`config.mk`:
```
export PLATFORM = sky130hd
export DESIGN_NAME = mem_access_router
export DESIGN_NICKNAME = d
export VERILOG_FILES = /design/src/rtl/mar_pkg.sv /design/src/rtl/mar_flag_check.sv /design/src/rtl/mar_region_match.sv /design/src/rtl/mar_region_decode.sv /design/src/rtl/mem_access_router.sv
export SDC_FILE = /design/constraint.sdc
export NUM_CORES = 1
export LEC_CHECK = 0
export ABC_AREA = 1
export BUFFER_PORTS_ARGS = -buffer_cell sky130_fd_sc_hd__buf_2
export CORE_AREA = 2 2 163 165
export CTS_BUF_LIST = sky130_fd_sc_hd__clkbuf_4
export CTS_CLUSTER_SIZE = 12
export DETAILED_ROUTE_END_ITERATION = 10
export DIE_AREA = 0 0 165 167
export PLACE_DENSITY_LB_ADDON = 0.1
export SYNTH_ARGS = -nofsm -noshare
export SYNTH_HDL_FRONTEND = slang
export SYNTH_SLANG_ARGS = --single-unit
```
`constraint.sdc`:
```
create_clock -name clk -period 5 [get_ports clk]
set_input_delay 0.5 -clock clk [delete_from_list [all_inputs] [get_ports clk]]
set_output_delay 0.5 -clock clk [all_outputs]
set_load 0.02 [all_outputs]
```
`src/rtl/mar_pkg.sv`:
```
package mar_pkg;

  typedef enum logic [2:0] {
    ORD_PLAIN           = 3'd0,
    ORD_REL             = 3'd1,
    ORD_COND            = 3'd2,
    ORD_COND_REL        = 3'd3,
    ORD_STRONG_REL      = 3'd4,
    ORD_COND_STRONG_REL = 3'd5
  } ord_e;

  typedef enum logic [1:0] {
    DST_FAULT = 2'd0,
    DST_UNSUP = 2'd1,
    DST_MEM   = 2'd2,
    DST_IO    = 2'd3
  } dst_e;

  localparam logic [3:0] CAUSE_NONE      = 4'd0;
  localparam logic [3:0] CAUSE_FETCH_ACC = 4'd1;
  localparam logic [3:0] CAUSE_LD_MISAL  = 4'd4;
  localparam logic [3:0] CAUSE_LD_ACC    = 4'd5;
  localparam logic [3:0] CAUSE_ST_MISAL  = 4'd6;
  localparam logic [3:0] CAUSE_ST_ACC    = 4'd7;

  localparam int NREG     = 3;
  localparam int REG_MEM  = 0;
  localparam int REG_IORD = 1;
  localparam int REG_IOWR = 2;

  // low address bits that must be zero for a naturally aligned access
  function automatic logic [2:0] align_mask(input logic [1:0] size);
    return 3'((4'd1 << size) - 4'd1);
  endfunction

endpackage

```
`src/rtl/mar_flag_check.sv`:
```
module mar_flag_check
  import mar_pkg::*;
#(
  parameter int AW = 32
) (
  input  logic          write,
  input  logic [AW-1:0] addr,
  input  logic [1:0]    size,
  input  logic          acq,
  input  logic          rel,
  input  logic          rsv,
  output logic          misal_fault,
  output logic          unsup,
  output ord_e          order
);

  logic misal;

  always_comb begin
    misal = |(addr[2:0] & align_mask(size));
    if (write) begin
      misal_fault = misal && (rel || rsv);
      unsup       = !misal_fault && acq && !rel;
    end else begin
      misal_fault = misal && (acq || rsv);
      unsup       = !misal_fault && rel && !acq;
    end
    order = ORD_PLAIN;
    if (write) begin
      unique case ({acq, rel, rsv})
        3'b010:  order = ORD_REL;
        3'b001:  order = ORD_COND;
        3'b011:  order = ORD_COND_REL;
        3'b110:  order = ORD_STRONG_REL;
        3'b111:  order = ORD_COND_STRONG_REL;
        default: order = ORD_PLAIN;
      endcase
    end
  end

endmodule

```
`src/rtl/mar_region_match.sv`:
```
module mar_region_match #(
  parameter int            AW    = 32,
  parameter logic [AW-1:0] BASE  = '0,
  parameter logic [AW-1:0] LIMIT = '1
) (
  input  logic [AW-1:0] addr,
  input  logic [1:0]    size,
  output logic          hit
);

  localparam int EW = AW + 1;

  logic [EW-1:0] last_byte;

  always_comb begin
    // one extra bit so a range running past the top of the space cannot wrap
    last_byte = {1'b0, addr} + EW'((4'd1 << size) - 4'd1);
    hit       = (addr >= BASE) && (last_byte <= {1'b0, LIMIT});
  end

endmodule

```
`src/rtl/mar_region_decode.sv`:
```
module mar_region_decode
  import mar_pkg::*;
#(
  parameter int            AW          = 32,
  parameter logic [AW-1:0] MEM_BASE    = 32'h8000_0000,
  parameter logic [AW-1:0] MEM_LIMIT   = 32'h8FFF_FFFF,
  parameter logic [AW-1:0] IO_RD_BASE  = 32'h1000_0000,
  parameter logic [AW-1:0] IO_RD_LIMIT = 32'h1000_FFFF,
  parameter logic [AW-1:0] IO_WR_BASE  = 32'h1000_0000,
  parameter logic [AW-1:0] IO_WR_LIMIT = 32'h1000_7FFF
) (
  input  logic          write,
  input  logic          fetch,
  input  logic [AW-1:0] addr,
  input  logic [1:0]    size,
  input  logic          acq,
  input  logic          rel,
  input  logic          rsv,
  output dst_e          dst,
  output logic [3:0]    cause,
  output ord_e          order
);

  localparam logic [AW-1:0] BASES  [NREG] = '{MEM_BASE,  IO_RD_BASE,  IO_WR_BASE};
  localparam logic [AW-1:0] LIMITS [NREG] = '{MEM_LIMIT, IO_RD_LIMIT, IO_WR_LIMIT};

  logic [NREG-1:0] hits;
  logic            misal_fault;
  logic            unsup;

  mar_flag_check #(.AW(AW)) u_flags (
    .write      (write),
    .addr       (addr),
    .size       (size),
    .acq        (acq),
    .rel        (rel),
    .rsv        (rsv),
    .misal_fault(misal_fault),
    .unsup      (unsup),
    .order      (order)
  );

  for (genvar g = 0; g < NREG; g++) begin : g_region
    mar_region_match #(
      .AW   (AW),
      .BASE (BASES[g]),
      .LIMIT(LIMITS[g])
    ) u_match (
      .addr(addr),
      .size(size),
      .hit (hits[g])
    );
  end

  // priority: alignment, flag legality, device window, memory, fault
  always_comb begin
    dst   = DST_FAULT;
    cause = CAUSE_NONE;
    if (misal_fault) begin
      cause = write ? CAUSE_ST_MISAL : CAUSE_LD_MISAL;
    end else if (unsup) begin
      dst = DST_UNSUP;
    end else if (write) begin
      if (hits[REG_IOWR])      dst = DST_IO;
      else if (hits[REG_MEM])  dst = DST_MEM;
      else                     cause = CAUSE_ST_ACC;
    end else begin
      if (!fetch && hits[REG_IORD]) dst = DST_IO;
      else if (hits[REG_MEM])       dst = DST_MEM;
      else                          cause = CAUSE_LD_ACC;
    end
  end

endmodule

```
`src/rtl/mem_access_router.sv`:
```
module mem_access_router
  import mar_pkg::*;
#(
  parameter int            AW          = 32,
  parameter int            DW          = 64,
  parameter logic [AW-1:0] MEM_BASE    = 32'h8000_0000,
  parameter logic [AW-1:0] MEM_LIMIT   = 32'h8FFF_FFFF,
  parameter logic [AW-1:0] IO_RD_BASE  = 32'h1000_0000,
  parameter logic [AW-1:0] IO_RD_LIMIT = 32'h1000_FFFF,
  parameter logic [AW-1:0] IO_WR_BASE  = 32'h1000_0000,
  parameter logic [AW-1:0] IO_WR_LIMIT = 32'h1000_7FFF
) (
  input  logic          clk,
  input  logic          rst,
  input  logic          req_valid,
  output logic          req_ready,
  input  logic          req_write,
  input  logic          req_fetch,
  input  logic [AW-1:0] req_addr,
  input  logic [1:0]    req_size,
  input  logic [DW-1:0] req_wdata,
  input  logic          req_acq,
  input  logic          req_rel,
  input  logic          req_rsv,
  output logic          txn_write,
  output logic [AW-1:0] txn_addr,
  output logic [1:0]    txn_size,
  output logic [DW-1:0] txn_wdata,
  output logic [2:0]    txn_order,
  output logic          mem_valid,
  input  logic          mem_ack,
  input  logic [DW-1:0] mem_rdata,
  input  logic          mem_nodata,
  output logic          io_valid,
  input  logic          io_ack,
  input  logic [DW-1:0] io_rdata,
  output logic          rsp_valid,
  input  logic          rsp_ready,
  output logic [DW-1:0] rsp_data,
  output logic          rsp_exc,
  output logic [3:0]    rsp_cause,
  output logic          rsp_unsup
);

  typedef enum logic [1:0] {S_IDLE, S_WAIT_MEM, S_WAIT_IO, S_RESP} state_e;

  state_e     state;
  logic       fetch_q;
  dst_e       dec_dst;
  logic [3:0] dec_cause;
  ord_e       dec_order;
  logic       accept;

  mar_region_decode #(
    .AW         (AW),
    .MEM_BASE   (MEM_BASE),
    .MEM_LIMIT  (MEM_LIMIT),
    .IO_RD_BASE (IO_RD_BASE),
    .IO_RD_LIMIT(IO_RD_LIMIT),
    .IO_WR_BASE (IO_WR_BASE),
    .IO_WR_LIMIT(IO_WR_LIMIT)
  ) u_decode (
    .write(req_write),
    .fetch(req_fetch),
    .addr (req_addr),
    .size (req_size),
    .acq  (req_acq),
    .rel  (req_rel),
    .rsv  (req_rsv),
    .dst  (dec_dst),
    .cause(dec_cause),
    .order(dec_order)
  );

  assign req_ready = (state == S_IDLE);
  assign accept    = req_valid && req_ready;

  always_ff @(posedge clk) begin
    if (rst) begin
      state     <= S_IDLE;
      fetch_q   <= 1'b0;
      txn_write <= 1'b0;
      txn_addr  <= '0;
      txn_size  <= '0;
      txn_wdata <= '0;
      txn_order <= ORD_PLAIN;
      mem_valid <= 1'b0;
      io_valid  <= 1'b0;
      rsp_valid <= 1'b0;
      rsp_data  <= '0;
      rsp_exc   <= 1'b0;
      rsp_cause <= CAUSE_NONE;
      rsp_unsup <= 1'b0;
    end else begin
      unique case (state)
        S_IDLE: begin
          if (accept) begin
            fetch_q   <= req_fetch && !req_write;
            txn_write <= req_write;
            txn_addr  <= req_addr;
            txn_size  <= req_size;
            txn_wdata <= req_wdata;
            txn_order <= dec_order;
            rsp_data  <= '0;
            rsp_exc   <= 1'b0;
            rsp_cause <= CAUSE_NONE;
            rsp_unsup <= 1'b0;
            unique case (dec_dst)
              DST_MEM: begin
                mem_valid <= 1'b1;
                state     <= S_WAIT_MEM;
              end
              DST_IO: begin
                io_valid <= 1'b1;
                state    <= S_WAIT_IO;
              end
              DST_UNSUP: begin
                rsp_valid <= 1'b1;
                rsp_unsup <= 1'b1;
                state     <= S_RESP;
              end
              default: begin
                rsp_valid <= 1'b1;
                rsp_exc   <= 1'b1;
                rsp_cause <= dec_cause;
                state     <= S_RESP;
              end
            endcase
          end
        end
        S_WAIT_MEM: begin
          if (mem_ack) begin
            mem_valid <= 1'b0;
            rsp_valid <= 1'b1;
            state     <= S_RESP;
            if (!txn_write && mem_nodata) begin
              rsp_exc   <= 1'b1;
              rsp_cause <= fetch_q ? CAUSE_FETCH_ACC : CAUSE_LD_ACC;
            end else begin
              rsp_data <= mem_rdata;
            end
          end
        end
        S_WAIT_IO: begin
          if (io_ack) begin
            io_valid  <= 1'b0;
            rsp_valid <= 1'b1;
            rsp_data  <= io_rdata;
            state     <= S_RESP;
          end
        end
        default: begin
          if (rsp_ready) begin
            rsp_valid <= 1'b0;
            state     <= S_IDLE;
          end
        end
      endcase
    end
  end

endmodule

```
==> flow_summary.json <==
{
  "nets": 2182,
  "start_util": 0.394,
  "end_kind": "flop",
  "rows": 59,
  "multi_input_area_um2": 5610,
  "cts.sinks": 177,
  "post_cts_buffers": 0,
  "worst_slew_pin_slew_ns": 1.12,
  "rsz0062_at_grt": "no",
  "synth_seq_area_share": 0.349,
  "totalWireLength_um": 35900,
  "synth.distinct_cells": 36,
  "io_buffer_count": 412,
  "drv_slew": 0,
  "path_class": "primary input to flop",
  "ant_nets": 0,
  "drv_cap": 0,
  "power_density_nw_per_um2": 442,
  "ys_ff_latch": 177,
  "fillers": 2751,
  "die_w_um": 165,
  "first_global_vias": 10200,
  "relSlewSlack": 0.249,
  "clock-skew-final_ns": 0.0409,
  "worst-path-max-fanout": 4,
  "placed_cell_area_um2": 12400,
  "wire_per_inst_um": 16.0,
  "combPwrFrac": 0.514,
  "cts_buffers": 17,
  "drc": 0,
  "final.period_utilization": 0.609,
  "cts_resized": 0,
  "synth_cells": 1523,
  "worstPathArrival_ns": 3.48,
  "critPathRequiredTime_ns": 5.43,
  "clock_path_buffers": 2,
  "net-switching-power_mw": 2.81,
  "root_buffer": "clkbuf_4",
  "stdcell_area_um2": 12800,
  "dieArea_um2": 27600,
  "holdBufCountCts": 0,
  "layout_commonest_cell": "buf_2",
  "synth_fp_nets": 1820,
  "min_path_type": "primary input to flop",
  "place.gp.congestion": 0.949,
  "die_h_um": 167,
  "swShare": 0.497,
  "grt_pass1_wl_um": 54600,
  "cts_tree": "done",
  "cts_max_level": 4,
  "regArea_um2": 3540,
  "dp_hpwl_um": 28100,
  "final-setup-viol-count": 0,
  "area_growth_pct": 25.7,
  "ir_drop_v": 0.000450,
  "grt_use_total": 0.253,
  "core_um2": 25800,
  "p_leak_nw": 6.75,
  "hold_viol_final": 0,
  "cpMaxStageDelayCell": "fa_1",
  "grt_max_degree": 102,
  "crit_path_max_incr_delay_ns": 0.35,
  "gr-total-overflow": 0,
  "min_period_ns": 3.05,
  "clk_pin_slew_worst_paths_ns": 0.20,
  "io_pins": 414,
  "seq_power_share": 0.327,
  "timing.setup.tns_ns": 0,
  "final_cell_mix": "412 x buf_2, 330 x nand2_1, 195 x nor2_1, 178 x inv_1, 177 x dfxtp_1",
  "cp-start-kind": "primary input",
  "syn_avg_cell_area_um2": 6.67,
  "p_clk_frac": 0.159,
  "run_status": "finished clean",
  "vias_per_cell": 4.90,
  "cp_common_cell": "nand2_1",
  "fmax_mhz": 328,
  "antenna_found_initial": 8,
  "drt_pass1_iterations": 6,
  "internal-power_mw": 2.84,
  "clkLatencyLatePin_ns": 0.59,
  "drive_gt1_frac": 0.270,
  "drtIter0Drc": 852,
  "yosysWarningCount": 0,
  "vias": 11000,
  "netlist_area_um2": 10200
}
cell type report:
cell class                      count  share of cell area
Sequential cell                   177               0.277
Tap cell                          335              0.0328
Inverter                          196              0.0578
Multi-Input combinational cell   1073               0.439
Antenna cell                        7             0.00137
Clock inverter                     15              0.0155
Timing Repair Buffer              420               0.166
Clock buffer                       17             0.00999
worst max-delay path: cells and delay by family:
kind	cells	cell delay, ns
buffers and inverters	5	0.40
adder cells (fa/ha/maj)	3	0.77
AND/OR/NAND/NOR	20	1.53
AO/OA/AOI/OAI	2	0.27
registers in the layout, indices dropped and copies added (netlist names):
register and cells:
rsp_valid 1, txn_write 1, txn_size 2, txn_addr 32, txn_order 3, mem_valid 1
rsp_cause 3, io_valid 1, state 2, fetch_q 1, rsp_data 64, txn_wdata 64
rsp_unsup 1, rsp_exc 1
final timing paths:
| path | depth (start not counted) | slack [ns] | end | from |
|---|---|---|---|---|
| max reg2reg | 10 | 2.50 | rsp_data[43] | state[0] |
| max | 30 | 1.95 | state[0] | req_size[1] |
| min reg2reg | 2 | 0.47 | rsp_data[14] | rsp_data[14] |
| min | 3 | 0.15 | txn_wdata[19] | req_wdata[19] |
synthesized netlist by cell type:
library cell	n	area (um2)
a32oi_1	2	17.5
nand2_2	10	62.6
a21oi_2	6	52.6
o41ai_1	1	8.76
clkbuf_1	74	278
xor2_1	3	26.3
a22o_1	64	561
buf_4	1	7.51
o21ai_2	1	8.76
nand3_1	107	536
a21oi_1	127	636
o21ai_0	109	546
nand3b_1	6	45.0
o21bai_1	8	60.1
and3_1	1	6.26
nor2_2	11	68.8
buf_1	2	7.51
fa_1	1	20.0
o21ai_1	1	5.00
ha_1	58	726
or2_2	1	6.26
nand4_1	9	56.3
o22ai_1	1	6.26
nor2_4	5	56.3
nand2_1	331	1240
o211ai_1	1	7.51
inv_1	179	672
dfxtp_1	177	3540
inv_2	15	56.3
nor2_1	196	736
nor4_1	3	18.8
clkinv_1	2	7.51
nand2_4	2	22.5
nor3_1	5	25.0
conb_1	1	3.75
nand4_2	2	25.0
metrics by stage:
step	util	hold WS, ns	total power, mW	worst slack (ns)	instances
final	0.496	0.148	5.65	1.95	2240
after CTS	0.495	0.0953	5.70	2.02	2233
after floorplan	-	0.446	3.88	1.85	1523
after global placement	0.482	0.450	4.78	1.48	2201
after detailed placement	0.482	0.452	4.79	1.39	2201
after global routing	0.496	0.0981	6.10	1.55	2239
power by group through the flow:
stage	clock network, mW	registers, mW	logic (mW)
after floorplan	0	2.23	1.66
after global placement	0	1.87	2.91
after detailed placement	0	1.88	2.91
after CTS	0.934	1.85	2.92
after global routing	0.989	1.88	3.22
final	0.899	1.85	2.90
cell families (layout without fill, tap and decap cells):
family / after synthesis / in the layout / synth area share
AOI/OAI and AO/OA: 321 / 321 / 0.188
xor gates and xnor gates: 3 / 3 / 0.00259
DFF: 177 / 177 / 0.349
and+or+nand+nor: 689 / 689 / 0.286
other: 1 / 8 / 0.000369
adders and majority gates: 59 / 59 / 0.0734
buffers and inverters: 273 / 648 / 0.101
routing by layer:
layer  vias to the layer above  share of wire  routed length (um)  track usage
met4                         2          0.026                 926       0.0911
li1                       5658              -                   -            -
met2                       287           0.50               17900        0.449
met1                      4988           0.42               15000        0.300
met5                         -        0.00036                  13            0
met3                        45          0.056                2020       0.0473
Note: power is estimated with default switching activity, not from simulation.
